$ cat src/rtl/jtag_bscan_pkg.sv
package jtag_bscan_pkg;

    typedef enum logic [3:0] {
        ST_RESET, ST_IDLE,
        ST_SEL_DR, ST_CAP_DR, ST_SH_DR, ST_EX1_DR, ST_PAU_DR, ST_EX2_DR, ST_UPD_DR,
        ST_SEL_IR, ST_CAP_IR, ST_SH_IR, ST_EX1_IR, ST_PAU_IR, ST_EX2_IR, ST_UPD_IR
    } tap_state_e;

    localparam int unsigned IR_W = 4;
    localparam logic [IR_W-1:0] IR_CAPTURE = 4'b0001;
    localparam logic [IR_W-1:0] OP_EXTEST  = 4'b0000;
    localparam logic [IR_W-1:0] OP_SAMPLE  = 4'b0010;
    localparam logic [IR_W-1:0] OP_IDCODE  = 4'b0011;
    localparam logic [IR_W-1:0] OP_HIGHZ   = 4'b0101;
    localparam logic [IR_W-1:0] OP_BYPASS  = 4'b1111;

    typedef enum logic [1:0] {DR_BYPASS, DR_IDCODE, DR_BOUNDARY} dr_sel_e;

    typedef struct packed {
        dr_sel_e sel;
        logic    drive;
        logic    all_off;
    } op_ctl_t;

    function automatic tap_state_e tap_next(tap_state_e s, logic m);
        tap_state_e n;
        case (s)
            ST_RESET:  n = m ? ST_RESET  : ST_IDLE;
            ST_IDLE:   n = m ? ST_SEL_DR : ST_IDLE;
            ST_SEL_DR: n = m ? ST_SEL_IR : ST_CAP_DR;
            ST_CAP_DR: n = m ? ST_EX1_DR : ST_SH_DR;
            ST_SH_DR:  n = m ? ST_EX1_DR : ST_SH_DR;
            ST_EX1_DR: n = m ? ST_UPD_DR : ST_PAU_DR;
            ST_PAU_DR: n = m ? ST_EX2_DR : ST_PAU_DR;
            ST_EX2_DR: n = m ? ST_UPD_DR : ST_SH_DR;
            ST_UPD_DR: n = m ? ST_SEL_DR : ST_IDLE;
            ST_SEL_IR: n = m ? ST_RESET  : ST_CAP_IR;
            ST_CAP_IR: n = m ? ST_EX1_IR : ST_SH_IR;
            ST_SH_IR:  n = m ? ST_EX1_IR : ST_SH_IR;
            ST_EX1_IR: n = m ? ST_UPD_IR : ST_PAU_IR;
            ST_PAU_IR: n = m ? ST_EX2_IR : ST_PAU_IR;
            ST_EX2_IR: n = m ? ST_UPD_IR : ST_SH_IR;
            ST_UPD_IR: n = m ? ST_SEL_DR : ST_IDLE;
            default:   n = ST_RESET;
        endcase
        return n;
    endfunction

    function automatic op_ctl_t op_decode(logic [IR_W-1:0] op);
        op_ctl_t c;
        c = '{sel: DR_BYPASS, drive: 1'b0, all_off: 1'b0};
        case (op)
            OP_EXTEST: begin c.sel = DR_BOUNDARY; c.drive = 1'b1; end
            OP_SAMPLE: c.sel = DR_BOUNDARY;
            OP_IDCODE: c.sel = DR_IDCODE;
            OP_HIGHZ:  c.all_off = 1'b1;
            default:   c.sel = DR_BYPASS;
        endcase
        return c;
    endfunction

endpackage

$ cat src/rtl/jtag_tap_ctrl.sv
module jtag_tap_ctrl
    import jtag_bscan_pkg::*;
(
    input  logic       tck,
    input  logic       por_n,
    input  logic       tms,
    output tap_state_e state_o
);
    typedef struct packed {
        tap_state_e st;
    } ctrl_t;

    ctrl_t ctrl_d, ctrl_q;

    always_comb begin
        ctrl_d    = ctrl_q;
        ctrl_d.st = tap_next(ctrl_q.st, tms);
    end

    always_ff @(posedge tck or negedge por_n) begin
        if (!por_n) ctrl_q <= '{st: ST_RESET};
        else        ctrl_q <= ctrl_d;
    end

    assign state_o = ctrl_q.st;
endmodule

$ cat src/rtl/jtag_instr_reg.sv
module jtag_instr_reg
    import jtag_bscan_pkg::*;
(
    input  logic            tck,
    input  logic            por_n,
    input  tap_state_e      state,
    input  logic            tdi,
    output logic [IR_W-1:0] instr_o,
    output logic            so
);
    typedef struct packed {
        logic [IR_W-1:0] sr;
        logic [IR_W-1:0] ir;
    } ir_t;

    ir_t ir_d, ir_q;

    always_comb begin
        ir_d = ir_q;
        case (state)
            ST_RESET:  ir_d.ir = OP_IDCODE;
            ST_CAP_IR: ir_d.sr = IR_CAPTURE;
            ST_SH_IR:  ir_d.sr = {tdi, ir_q.sr[IR_W-1:1]};
            ST_UPD_IR: ir_d.ir = ir_q.sr;
            default:   ;
        endcase
    end

    always_ff @(posedge tck or negedge por_n) begin
        if (!por_n) ir_q <= '{sr: IR_CAPTURE, ir: OP_IDCODE};
        else        ir_q <= ir_d;
    end

    assign instr_o = ir_q.ir;
    assign so      = ir_q.sr[0];
endmodule

$ cat src/rtl/jtag_bscan_chain.sv
module jtag_bscan_chain
    import jtag_bscan_pkg::*;
#(
    parameter int unsigned NPIN  = 4,
    parameter int unsigned NCELL = 2
) (
    input  logic             tck,
    input  logic             por_n,
    input  tap_state_e       state,
    input  logic             sel,
    input  logic             drive,
    input  logic             all_off,
    input  logic             tdi,
    input  logic [NPIN-1:0]  pin_in,
    input  logic [NPIN-1:0]  core_out,
    input  logic [NPIN-1:0]  core_oe,
    input  logic [NCELL-1:0] cell_obs,
    output logic             so,
    output logic [NPIN-1:0]  pad_out,
    output logic [NPIN-1:0]  pad_oe
);
    localparam int unsigned LEN       = 3 * NPIN + NCELL;
    localparam int unsigned CELL_BASE = 3 * NPIN;

    typedef struct packed {
        logic [LEN-1:0]  sr;
        logic [NPIN-1:0] upd_dat;
        logic [NPIN-1:0] upd_oe;
    } chain_t;

    chain_t ch_d, ch_q;
    logic [LEN-1:0]  cap_vec;
    logic [NPIN-1:0] sr_dat, sr_oe;

    for (genvar i = 0; i < NPIN; i++) begin : g_pad
        assign cap_vec[3*i]   = pin_in[i];
        assign cap_vec[3*i+1] = core_out[i];
        assign cap_vec[3*i+2] = core_oe[i];
        assign sr_dat[i]      = ch_q.sr[3*i+1];
        assign sr_oe[i]       = ch_q.sr[3*i+2];
        assign pad_out[i]     = drive ? ch_q.upd_dat[i] : core_out[i];
        assign pad_oe[i]      = all_off ? 1'b0 : (drive ? ch_q.upd_oe[i] : core_oe[i]);
    end

    for (genvar j = 0; j < NCELL; j++) begin : g_cell
        assign cap_vec[CELL_BASE+j] = cell_obs[j];
    end

    always_comb begin
        ch_d = ch_q;
        if (sel) begin
            case (state)
                ST_CAP_DR: ch_d.sr = cap_vec;
                ST_SH_DR:  ch_d.sr = {tdi, ch_q.sr[LEN-1:1]};
                ST_UPD_DR: begin
                    ch_d.upd_dat = sr_dat;
                    ch_d.upd_oe  = sr_oe;
                end
                default: ;
            endcase
        end
    end

    always_ff @(posedge tck or negedge por_n) begin
        if (!por_n) ch_q <= '0;
        else        ch_q <= ch_d;
    end

    assign so = ch_q.sr[0];
endmodule

$ cat src/rtl/jtag_bscan_tap.sv
module jtag_bscan_tap
    import jtag_bscan_pkg::*;
#(
    parameter int unsigned NPIN       = 4,
    parameter int unsigned NCELL      = 2,
    parameter logic [31:0] IDCODE_VAL = 32'h4D2C_A0B3
) (
    input  logic             tck,
    input  logic             tms,
    input  logic             tdi,
    input  logic             por_n,
    output logic             tdo,
    output logic             tdo_oe,
    input  logic [NPIN-1:0]  core_out,
    input  logic [NPIN-1:0]  core_oe,
    input  logic [NPIN-1:0]  pin_in,
    input  logic [NCELL-1:0] cell_obs,
    output logic [NPIN-1:0]  pad_out,
    output logic [NPIN-1:0]  pad_oe
);
    localparam int unsigned ID_W = 32;

    tap_state_e      state;
    logic [IR_W-1:0] instr;
    logic            ir_so, bsr_so, dr_so;
    op_ctl_t         ctl;

    assign ctl = op_decode(instr);

    jtag_tap_ctrl u_ctrl (
        .tck(tck), .por_n(por_n), .tms(tms), .state_o(state)
    );

    jtag_instr_reg u_ir (
        .tck(tck), .por_n(por_n), .state(state), .tdi(tdi),
        .instr_o(instr), .so(ir_so)
    );

    jtag_bscan_chain #(.NPIN(NPIN), .NCELL(NCELL)) u_chain (
        .tck(tck), .por_n(por_n), .state(state),
        .sel(ctl.sel == DR_BOUNDARY), .drive(ctl.drive), .all_off(ctl.all_off),
        .tdi(tdi), .pin_in(pin_in), .core_out(core_out), .core_oe(core_oe),
        .cell_obs(cell_obs), .so(bsr_so), .pad_out(pad_out), .pad_oe(pad_oe)
    );

    typedef struct packed {
        logic            byp;
        logic [ID_W-1:0] id;
    } dr_t;

    typedef struct packed {
        logic tdo;
        logic oe;
    } out_t;

    dr_t  dr_d, dr_q;
    out_t out_d, out_q;

    always_comb begin
        dr_d = dr_q;
        case (state)
            ST_CAP_DR: begin
                if (ctl.sel == DR_BYPASS) dr_d.byp = 1'b0;
                if (ctl.sel == DR_IDCODE) dr_d.id  = IDCODE_VAL;
            end
            ST_SH_DR: begin
                if (ctl.sel == DR_BYPASS) dr_d.byp = tdi;
                if (ctl.sel == DR_IDCODE) dr_d.id  = {tdi, dr_q.id[ID_W-1:1]};
            end
            default: ;
        endcase
    end

    always_comb begin
        case (ctl.sel)
            DR_IDCODE:   dr_so = dr_q.id[0];
            DR_BOUNDARY: dr_so = bsr_so;
            default:     dr_so = dr_q.byp;
        endcase
    end

    always_comb begin
        out_d    = out_q;
        out_d.oe = (state == ST_SH_DR) || (state == ST_SH_IR);
        if (state == ST_SH_IR)     out_d.tdo = ir_so;
        else if (state == ST_SH_DR) out_d.tdo = dr_so;
    end

    always_ff @(posedge tck or negedge por_n) begin
        if (!por_n) dr_q <= '0;
        else        dr_q <= dr_d;
    end

    always_ff @(negedge tck or negedge por_n) begin
        if (!por_n) out_q <= '0;
        else        out_q <= out_d;
    end

    assign tdo    = out_q.tdo;
    assign tdo_oe = out_q.oe;
endmodule

$ cat config.mk
export PLATFORM = sky130hd
export DESIGN_NAME = jtag_bscan_tap
export DESIGN_NICKNAME = d
export VERILOG_FILES = /design/src/rtl/jtag_bscan_pkg.sv /design/src/rtl/jtag_tap_ctrl.sv /design/src/rtl/jtag_instr_reg.sv /design/src/rtl/jtag_bscan_chain.sv /design/src/rtl/jtag_bscan_tap.sv
export SDC_FILE = /design/constraint.sdc
export NUM_CORES = 1
export LEC_CHECK = 0
export ABC_AREA = 1
export BUFFER_PORTS_ARGS = -buffer_cell sky130_fd_sc_hd__clkbuf_2
export CAP_MARGIN = 30
export CORE_UTILIZATION = 25
export DETAILED_ROUTE_END_ITERATION = 8
export GPL_TIMING_DRIVEN = 1
export PLACE_DENSITY = 0.49
export SETUP_SLACK_MARGIN = 0.3
export SYNTH_ARGS = -nofsm -noshare
export SYNTH_HDL_FRONTEND = slang
export SYNTH_SLANG_ARGS = --single-unit
$ cat constraint.sdc
create_clock -name tck -period 1.87 [get_ports tck]
set_input_delay 0.187 -clock tck [delete_from_list [all_inputs] [get_ports tck]]
set_output_delay 0.187 -clock tck [all_outputs]
set_load 0.05 [all_outputs]
; Word level (Yosys, flattened, before mapping)
; Cells that the tools add are included.
[totals]
input_bits = 18
wordCells = 89
out_inout_bits = 10
reg_bits = 69
[classes]
reduce_logical = 16
muxes = 39
n_eq_ne = 24
[op_table]
columns = op, count
row1 = $pmux 33 s2, 1
row2 = $mux 32, 2
row3 = $pmux 4 s12, 1
row4 = $eq 4x4->1 const B, 8
row5 = $pmux 14 s2, 1
row6 = $mux 1, 21
row7 = $eq 4x3->1 const B, 5
row8 = $eq 4x2->1 const B, 4
row9 = $mux 4, 4
row10 = $pmux 4 s2, 2
row11 = $logic_not 4->1, 2
row12 = $ne 2x2->1 const B, 4
row13 = $reduce_bool 2->1, 4
row14 = $mux 2, 3
row15 = $mux 3, 2
row16 = $reduce_and 3->1, 2
row17 = $reduce_or 2->1, 3
row18 = $eq 4x1->1 const B, 1
row19 = $pmux 2 s2, 1
row20 = $reduce_and 2->1, 2
row21 = $reduce_or 3->1, 1
row22 = $eq 2x1->1 const B, 1
row23 = $eq 2x2->1 const B, 1
row24 = $logic_not 2->1, 1
row25 = other kinds (2), 2

; Logic depth before layout (Yosys ltp)
; Gate-level depths: netlist of run 1.
[logic_depth]
word_depth = 7
depth_mapped = 11

; Hierarchy
; Synthesis of run 1 repeated with hierarchy kept, for this count alone.
[unflattened]
hier_cells = 482
area_unflattened_um2 = 3677.3
[by_module_without_submodules]
columns = module, seq_area_each_um2, cells_each, area_per_inst_um2, n_inst
row1 = jtag_bscan_tap, 875.8, 198, 1667.8, 1
row2 = jtag_bscan_chain, 550.5, 175, 1256.2, 1
row3 = jtag_instr_reg, 203.9, 54, 417.9, 1
row4 = jtag_tap_ctrl, 100.1, 55, 335.3, 1

==> impl_metrics.json, run 1 <==
{
  "outcome": "finished, violations left",
  "violations": "negative setup slack",
  "combPwrFrac_pct": 42.8,
  "tns_ns": -4.51,
  "p_int_mw": 4.84,
  "hold_violations": 0,
  "hold-worst-slack_ns": 0.133,
  "dieHeight_um": 115,
  "crit_buf_inv": 3,
  "syn_to_final_growth_pct": 55.8,
  "start_util_pct": 26.0,
  "synth_seq_cells": 69,
  "grtUsageTotal_pct": 14.3,
  "tightest_slew_ns": 0.435,
  "wl_per_cell_um": 13.1,
  "crit_path_cell_trace": "inv_2, nor3_4, inv_2, ha_4, inv_2, a21oi_2, o21ai_1, nand2_1, nand3_1",
  "num-fill-cells": 1247,
  "hold-path-endpoint": "u_ctrl.state_o[0]",
  "antenna_cells": 0,
  "drt_iter0_drc": 157,
  "drive_gt1_share_pct": 39.4,
  "critPathLaunchType": "flip-flop",
  "worst-endpoint-required_ns": 1.12,
  "syn_area_mm2": 0.00318,
  "synth-edff-count": 0,
  "regToRegEndpoint": "tdo",
  "power_mw": 7.50,
  "ys_types": 27,
  "first_global_vias": 2904,
  "synth_seq_area_share_pct": 54.5,
  "cpMostUsedCell": "inv_2",
  "design.die.area_mm2": 0.0132,
  "fin_nets": 503,
  "via_per_inst": 4.38,
  "seqPwrFrac_pct": 32.5,
  "relSlewSlack_pct": 70.9,
  "crit_family": "flip-flops",
  "hp-start": "tms",
  "row_count": 40,
  "grt_setup_unrepaired": "yes",
  "insertion_delay_ns": 0.34,
  "regArea_mm2": 0.00173,
  "critPathArrivalTime_ns": 1.77,
  "cts_buffers": 9,
  "grt_overflow": 0,
  "netSwitchingPower_mw": 2.66,
  "num_vias": 2867,
  "reg2regPathDepth": 9,
  "cp-end-kind": "flip-flop",
  "switching_share_pct": 35.4,
  "io_pins": 28,
  "firstDrtPassIters": 4,
  "fp.coreArea_mm2": 0.0122,
  "topRoutingLayerUsed": "met4",
  "hold-path-cell-count": 3,
  "path_depth": 9,
  "multiInputGateArea_mm2": 0.00155,
  "crit_path_max_fanout": 2,
  "max_cap_violations": 0,
  "gp_routability_congestion": 0.782,
  "die_w_um": 115,
  "p_per_area_mw_per_mm2": 1510,
  "p_leak_nw": 2.55,
  "htreeDepth": 3,
  "drc": 0,
  "finalClockSkew_ns": 0.00559,
  "ys_warn_count": 0,
  "synthCells": 390,
  "critical-path-max-stage-delay_ns": 0.54,
  "clockBufferDepth": 2,
  "portBuffers": 27,
  "wl_met3_um": 225,
  "cts-root-buf": "clkbuf_16",
  "grt_start_max_net_pins": 56,
  "wl_met1_mm": 4.05,
  "clkTransAtPathRegs_ns": 0.06,
  "synth_area_per_cell_um2": 8.15,
  "ys_async_sr_fraction_pct": 100,
  "cts.sinks": 69,
  "peakVddDrop_mv": 0.574,
  "fin_ws_ns": -0.655,
  "grt_antenna_before_repair": 0,
  "wl_met2_mm": 4.11,
  "slowest_stage": "dfstp_2",
  "hold_path.class": "primary input to flip-flop",
  "clkPwrFrac_pct": 24.6,
  "maxSlewViolCount": 0,
  "grt_pass1_wl_mm": 14.3,
  "final-setup-viol-count": 41,
  "syn_nets": 411,
  "synth-main-ff-cell": "dfrtp_1",
  "worst-r2r-setup-slack_ns": -0.66,
  "drtAntennaViolNets": 0,
  "crit_type": "flip-flop to flip-flop",
  "wirelength_mm": 8.58,
  "hpwl_mm": 5.15,
  "r2r_start": "u_ir.instr_o[0]",
  "cts_tree": "yes"
}
## final cells by class
type / instances / area share (%)
sequential: 69 / 35.0
multi-input combinational: 265 / 31.4
timing repair buffer: 89 / 18.7
clock buffer: 10 / 4.83
tap: 168 / 4.25
inverter: 46 / 3.79
clock inverter: 6 / 1.74
timing repair inverter: 2 / 0.329
## worst min-delay path: stages
cell      delay (ns)
clkbuf_2        0.13
a21oi_2         0.06
nand2_1         0.06
## kinds of logic (layout without fill, tap and decap cells)
family | after synthesis | in the layout | synth area share, %
fa+ha+maj | 3 | 3 | 1.18
flops | 69 | 69 | 54.5
buf+inv | 57 | 153 | 7.52
simple gates | 188 | 189 | 24.1
compound gates | 73 | 73 | 12.7
## synth_stat cells (3+ instances only)
| cell | count | area, um2 |
|---|---|---|
| nand2_1 | 136 | 510 |
| dfrtp_1 | 64 | 1600 |
| inv_1 | 42 | 158 |
| nor2_1 | 30 | 113 |
| o21ai_1 | 26 | 130 |
| o21ai_0 | 22 | 110 |
| a21oi_1 | 16 | 80.1 |
| nand3_1 | 10 | 50.1 |
| buf_2 | 8 | 40.0 |
| a22oi_2 | 4 | 50.1 |
| inv_2 | 4 | 15.0 |
| dfstp_2 | 3 | 78.8 |
| ha_1 | 3 | 37.5 |
| nor2_2 | 3 | 18.8 |
| o22ai_1 | 3 | 18.8 |
## stage by stage
step                utilization, %  instance area [um2]  setup slack (ns)  cells
floorplan                        -                 3210            -0.610    390
global placement              30.8                 3760            -0.695    608
detailed placement            30.8                 3760            -0.776    608
CTS                           37.9                 4620            -0.672    643
global route                  40.5                 4950            -0.739    655
finish                        40.5                 4950            -0.655    655
## worst max-delay path by stage
stage                                from  end  slack, ns
after floorplan           u_ir.instr_o[3]  tdo      -0.61
after global placement    u_ir.instr_o[3]  tdo      -0.70
after detailed placement  u_ir.instr_o[3]  tdo      -0.78
after CTS                 u_ir.instr_o[2]  tdo      -0.67
after global routing      u_ir.instr_o[3]  tdo      -0.74
final                     u_ir.instr_o[0]  tdo      -0.66
## layer usage
metal / GRT usage (%) / vias to the layer above
met5: 0 / -
met4: 6.23 / 0
met3: 3.71 / 16
met2: 22.6 / 35
met1: 18.4 / 1394
li1: - / 1422
## timing repair
| item | 4_1_cts | 5_1_grt |
|---|---|---|
| setup buffers | 12 | 11 |
| endpoints found under the setup margin | 66 | 76 |
| gates resized for setup | 99 | 57 |
| gates cloned | 6 | 1 |
| endpoints found under the hold margin | 9 | 0 |
| hold buffers | 1 | 0 |
| pin swaps | 16 | 21 |
## power groups by stage
stage	registers [mW]	logic, mW	clock network (mW)
CTS	2.42	2.88	1.89
global placement	2.42	2.08	0
floorplan	2.43	1.43	0
finish	2.44	3.21	1.85
detailed placement	2.43	2.12	0
global route	2.52	3.55	1.95
## flip-flops by register name, summed over array words and instances (netlist names)
register        count
dr_q               33
tdo                 1
tdo_oe              1
u_chain.ch_q       21
u_chain.so          1
u_ctrl.state_o      4
u_ir.instr_o        4
u_ir.ir_q           3
u_ir.so             1
## cells in the final DEF (no fill, tap or decap), types with 2 or more instances in the layout
cell type	Yosys	final
dfrtn_1	2	2
nor2_4	1	7
bufinv_16	0	2
nand3_1	10	6
clkbuf_16	0	10
nand4_1	2	2
o22ai_1	3	2
nand3_4	0	3
clkinvlp_4	0	2
inv_1	42	34
inv_6	0	3
clkbuf_2	0	16
o21ai_2	0	8
inv_2	4	8
nand2_1	136	112
nand3_2	1	3
clkbuf_8	0	2
a21oi_1	16	11
dfstp_2	3	3
inv_4	0	2
dfrtp_1	64	64
o21ai_1	26	23
o21ai_0	22	14
nor2_2	3	7
buf_6	1	16
o21ai_4	0	3
nand2_2	1	14
nor2_1	30	20
a22oi_2	4	4
nand2_4	2	12
bufbuf_16	0	2
buf_12	0	7
a21oi_2	0	5
clkinv_2	0	2
buf_8	0	10
buf_4	2	34
Power figures use the tool's default switching activity.
==> inputs of run 2 (changes only) <==
Settings changed: CORE_UTILIZATION 25 to 45, PLACE_DENSITY 0.49 to 0.73, RECOVER_POWER from default to 100.
==> run 2 against run 1 <==
  * The run still ends with negative setup slack left
  * Combinational power down 5%
  * Clock-buffer cell count up 1
  * Via count up 0.45%
  * Utilization up 27 points
  * Largest cell class unchanged
  * Largest power group unchanged
  * Highest routed layer unchanged
==> impl_metrics.json, run 2 (synthesis gave the netlist of run 1 again) <==
{
  "cpMostUsedCell": "inv_2",
  "crit_buf_inv": 3,
  "r2r_start": "u_ir.instr_o[0]",
  "dpl_worst_slack_ns": -0.763,
  "num_vias": 2880,
  "mostFrequentLayoutCells": "nand2_1, dfrtp_1, inv_1, buf_4, o21ai_1",
  "hpwl_mm": 4.50,
  "antenna_cells": 0,
  "dieHeight_um": 86.0,
  "tns_ns": -2.23,
  "maxSlewViolCount": 0,
  "wl_met3_um": 349,
  "fin_nets": 488,
  "final_common_cell": "nand2_1",
  "drt_iter0_drc": 101,
  "clockBufferDepth": 2,
  "regToRegEndpoint": "tdo",
  "cp-end-kind": "flip-flop",
  "violations": "negative setup slack",
  "topRoutingLayerUsed": "met4",
  "reg_top3": "dr_q: 33 flops, u_chain.ch_q: 21 flops",
  "max_cap_violations": 0,
  "tightest_slew_ns": 0.852,
  "fin_ws_ns": -0.727,
  "grt_pass1_wl_mm": 13.3,
  "crit_path_max_fanout": 2,
  "die_w_um": 86.0,
  "hp-start": "tms",
  "path_depth": 9,
  "grtUsageTotal_pct": 23.4,
  "power_mw": 6.93,
  "drtAntennaViolNets": 0,
  "critPathLaunchType": "flip-flop",
  "wl_met2_mm": 4.15,
  "first_global_vias": 2847,
  "hold-worst-slack_ns": 0.108,
  "portBuffers": 27,
  "cts-root-buf": "clkbuf_8",
  "peakVddDrop_mv": 0.824,
  "grt_overflow": 0,
  "hold_violations": 0,
  "finalClockSkew_ns": 0.0175,
  "clkTransAtPathRegs_ns": 0.07,
  "critPathArrivalTime_ns": 1.84,
  "design.die.area_mm2": 0.00740,
  "final-setup-viol-count": 36,
  "hold_path.class": "primary input to flip-flop",
  "row_count": 30,
  "hold-path-cell-count": 3,
  "critical-path-max-stage-delay_ns": 0.54,
  "worst-r2r-setup-slack_ns": -0.73,
  "firstDrtPassIters": 4,
  "grt_setup_unrepaired": "yes",
  "cts_tree": "yes",
  "fp.coreArea_mm2": 0.00679,
  "start_util_pct": 46.8,
  "regMostFlops": "dr_q",
  "reg2regPathDepth": 9,
  "crit_path_cell_trace": "inv_2, nor3_4, inv_2, ha_4, inv_2, a21oi_2, o21ai_1, nand2_1, nand3_1",
  "worst-endpoint-required_ns": 1.11,
  "drc": 0,
  "wl_met1_mm": 3.46,
  "cts.sinks": 69,
  "via_per_inst": 5.07,
  "relSlewSlack_pct": 43.2,
  "insertion_delay_ns": 0.35,
  "finish.utilization_pct": 67.2,
  "wl_per_cell_um": 14.4,
  "largest_register_ff_count": 33,
  "wirelength_mm": 8.19,
  "hold-path-endpoint": "u_ctrl.state_o[0]",
  "grt_antenna_before_repair": 0,
  "cts_buffers": 9,
  "crit_family": "flip-flops",
  "gp_routability_congestion": 0.931,
  "htreeDepth": 3,
  "slowest_stage": "dfstp_2",
  "p_leak_nw": 2.36,
  "syn_to_final_growth_pct": 43.8,
  "crit_type": "flip-flop to flip-flop",
  "outcome": "finished, violations left",
  "p_per_area_mw_per_mm2": 1520,
  "drive_gt1_share_pct": 37.9,
  "io_pins": 28,
  "grt_start_max_net_pins": 64
}
[run 2: cell count changes in the layout (fill, tap and decap cells not counted), sizes merged]
| cell | before | now |
|---|---|---|
| inv | 47 | 46 |
| buf | 67 | 48 |
| bufbuf | 2 | 0 |
| clkbuf | 29 | 36 |
[run 2: worst min-delay path: stages]
cell and delay [ns]:
clkbuf_2 0.11, a21oi_1 0.07, nand2_1 0.05
[run 2: metal layers]
layer / track usage [%] / vias to the layer above
met2: 38.5 / 74
met3: 5.29 / 20
met4: 10.2 / 0
li1: - / 1390
met1: 29.8 / 1396
met5: 0 / -
[run 2: cell type report]
cell class / count / area [um2]
Fill cell: 527 / 2230
Sequential cell: 69 / 1730
Multi-Input combinational cell: 265 / 1550
Timing Repair Buffer: 74 / 712
Inverter: 46 / 203
Clock buffer: 11 / 141
Tap cell: 96 / 120
Clock inverter: 5 / 83.8
Timing Repair inverter: 2 / 27.5
[run 2: stage by stage]
step / instance area (um2) / cells
6_report: 4570 / 568
3_5_place_dp: 3600 / 530
3_3_place_gp: 3600 / 530
4_1_cts: 4320 / 560
2_1_floorplan: 3210 / 390
5_1_grt: 4570 / 568
[run 2: worst max path at each step]
stage                    start  endpoint  slack (ns)
2_1_floorplan  u_ir.instr_o[3]       tdo       -0.61
3_3_place_gp   u_ir.instr_o[3]       tdo       -0.67
3_5_place_dp   u_ir.instr_o[3]       tdo       -0.76
4_1_cts        u_ir.instr_o[0]       tdo       -0.69
5_1_grt        u_ir.instr_o[0]       tdo       -0.77
6_report       u_ir.instr_o[0]       tdo       -0.73
[run 2: power by group]
part           internal [mW]  leakage (nW)  total (mW)  switching (mW)
sequential              2.13         0.830        2.52           0.390
combinational           1.32          1.42        3.04            1.71
clock                  0.790         0.106        1.38           0.590
[run 2: what timing repair did]
item,CTS,global route
endpoints found under the setup margin,66,66
cloned,4,2
resized for setup,99,68
endpoints found under the hold margin,4,0
setup buffers,9,6
pin swaps,16,18
hold buffers,1,0
==> inputs of run 3 (changes only) <==
Settings changed: PLACE_DENSITY 0.73 to 0.65.
==> run 3 against run 2 <==
  * The run still ends with negative setup slack left
  * Utilization down 3.1 points
  * Die area is the same
  * Combinational power decreased by 12%
  * Register-to-register slack improved by 0.05 ns
  * Sequential cell count stayed put
==> impl_metrics.json, run 3 (synthesis gave the netlist of run 1 again) <==
{
  "cts_tree": "yes",
  "critPathLaunchType": "flip-flop",
  "final-setup-viol-count": 43,
  "cp-end-kind": "flip-flop",
  "first_global_vias": 2620,
  "grt_overflow": 0,
  "wl_per_cell_um": 13.3,
  "clkTransAtPathRegs_ns": 0.07,
  "antenna_cells": 0,
  "outcome": "finished, violations left",
  "grt_antenna_before_repair": 0,
  "dp_cells": 530,
  "critPathArrivalTime_ns": 1.79,
  "max_cap_violations": 0,
  "clockBufferDepth": 2,
  "reg_top3": "dr_q: 33 flops, u_chain.ch_q: 21 flops",
  "drc": 0,
  "place_area_mm2": 0.00360,
  "fin_nets": 484,
  "crit_path_cell_trace": "nor2_2, inv_2, nor3_4, inv_2, ha_4, inv_2, a21oi_2, o21ai_1, nand2_1, nand3_1",
  "grt_setup_unrepaired": "yes",
  "via_per_inst": 4.84,
  "start_util_pct": 46.8,
  "final_area_mm2": 0.00436,
  "hold_violations": 0,
  "p_per_area_mw_per_mm2": 1490,
  "critical-path-max-stage-delay_ns": 0.40,
  "num_vias": 2730,
  "dieHeight_um": 86.0,
  "gp_routability_congestion": 0.902,
  "regMostFlops": "dr_q",
  "final_common_cell": "nand2_1",
  "gr-usage-met1_pct": 29.2,
  "drt_iter0_drc": 145,
  "insertion_delay_ns": 0.34,
  "worst-endpoint-required_ns": 1.10,
  "grt_start_max_net_pins": 50,
  "cts-root-buf": "clkbuf_8",
  "largest_register_ff_count": 33,
  "maxSlewViolCount": 0,
  "mostFrequentLayoutCells": "nand2_1, dfrtp_1, inv_1, nor2_1, buf_4",
  "grt-busiest-layer": "met2",
  "hold_path.class": "primary input to flip-flop",
  "crit_type": "flip-flop to flip-flop",
  "grtUsageTotal_pct": 21.8,
  "htreeDepth": 3,
  "syn_to_final_growth_pct": 37.1,
  "layout.cells.non_filler": 564,
  "peakVddDrop_mv": 0.784,
  "met3_usage_pct": 4.43,
  "io_pins": 28,
  "grt_pass1_wl_mm": 12.4,
  "slowest_stage": "dfrtp_1",
  "firstDrtPassIters": 4,
  "portBuffers": 27,
  "cpMostUsedCell": "inv_2",
  "fp.coreArea_mm2": 0.00679,
  "design.die.area_mm2": 0.00740,
  "drtAntennaViolNets": 0,
  "fin_ws_ns": -0.682,
  "row_count": 30,
  "use_met2_pct": 35.1,
  "p_leak_nw": 2.28,
  "wirelength_mm": 7.50,
  "cts.sinks": 69,
  "drive_gt1_share_pct": 30.6,
  "tightest_slew_ns": 1.06,
  "hpwl_mm": 4.48,
  "relSlewSlack_pct": 29.4,
  "die_w_um": 86.0,
  "finalClockSkew_ns": 0.0140,
  "cts_buffers": 9,
  "violations": "negative setup slack",
  "crit_path_max_fanout": 2
}
-- run 3: cell count changes in the layout (fill, tap and decap cells not counted), moves of 4 or more --
cell / before / now
a21oi_2: 7 / 1
nor2_1: 12 / 23
nand2_2: 15 / 10
a21oi_1: 9 / 15
nand2_4: 9 / 3
nor2_2: 9 / 5
nor2_4: 13 / 6
nand2_1: 114 / 126
-- run 3: layout make-up --
cell class / instances / area (um2)
clock buffer: 10 / 138
clock inverter: 6 / 86.3
timing repair inverter: 2 / 13.8
inverter: 46 / 185
sequential: 69 / 1730
tap: 96 / 120
fill: 550 / 2440
multi-input combinational: 265 / 1390
timing repair buffer: 70 / 691
-- run 3: stage by stage --
step | setup slack [ns] | utilization, % | hold slack [ns] | total power [mW] | setup TNS, ns
3_3_place_gp | -0.681 | 53.0 | 0.256 | 4.38 | -0.688
3_5_place_dp | -0.761 | 53.0 | 0.243 | 4.46 | -0.776
4_1_cts | -0.678 | 62.7 | 0.0973 | 6.45 | -3.48
2_1_floorplan | -0.610 | - | -0.109 | 3.86 | -0.771
5_1_grt | -0.818 | 64.1 | 0.136 | 6.93 | -8.20
6_report | -0.682 | 64.1 | 0.111 | 6.48 | -3.73
-- run 3: critical path: cells and delay by family (launching register included) --
kind                       cells  cell delay (ns)
buffers and inverters          3             0.17
AOI/OAI and AO/OA              2             0.15
adders and majority gates      1             0.27
and+or+nand+nor                4             0.44
DFF                            1             0.40
-- run 3: path summary, 6_finish.rpt --
check,start,endpoint,slack (ns),depth (start not counted)
setup / recovery,u_ir.instr_o[2],tdo,-0.68,10
hold / removal,tdi,u_ir.ir_q[7],0.11,3
setup reg to reg,u_ir.instr_o[2],tdo,-0.68,10
hold reg to reg,dr_q[22],dr_q[22],0.48,2
max in group asynchronous,por_n,u_chain.ch_q[16],0.40,3
min in group asynchronous,por_n,u_ctrl.state_o[3],0.74,3
-- run 3: per-layer routing --
| layer | vias to the layer above | wire (um) | part of all wire [%] |
|---|---|---|---|
| met5 | - | 0 | 0 |
| met4 | 0 | 86 | 1.1 |
| met3 | 9 | 269 | 3.6 |
| met2 | 54 | 3760 | 50 |
| met1 | 1286 | 3380 | 45 |
| li1 | 1381 | - | - |
-- run 3: what timing repair did --
| item | in CTS | in global routing |
|---|---|---|
| pin swaps | 12 | 8 |
| setup buffers | 7 | 4 |
| hold endpoints to repair | 15 | 0 |
| setup endpoints to repair | 66 | 67 |
| gates resized for setup | 69 | 33 |
| hold buffers | 1 | 0 |
| gates cloned | 6 | 0 |
-- run 3: report_power, final --
group	total, mW	internal, mW	switching (mW)
registers	2.44	2.13	0.308
clock network	1.36	0.785	0.573
logic	2.68	1.19	1.49
total	6.48	4.11	2.37
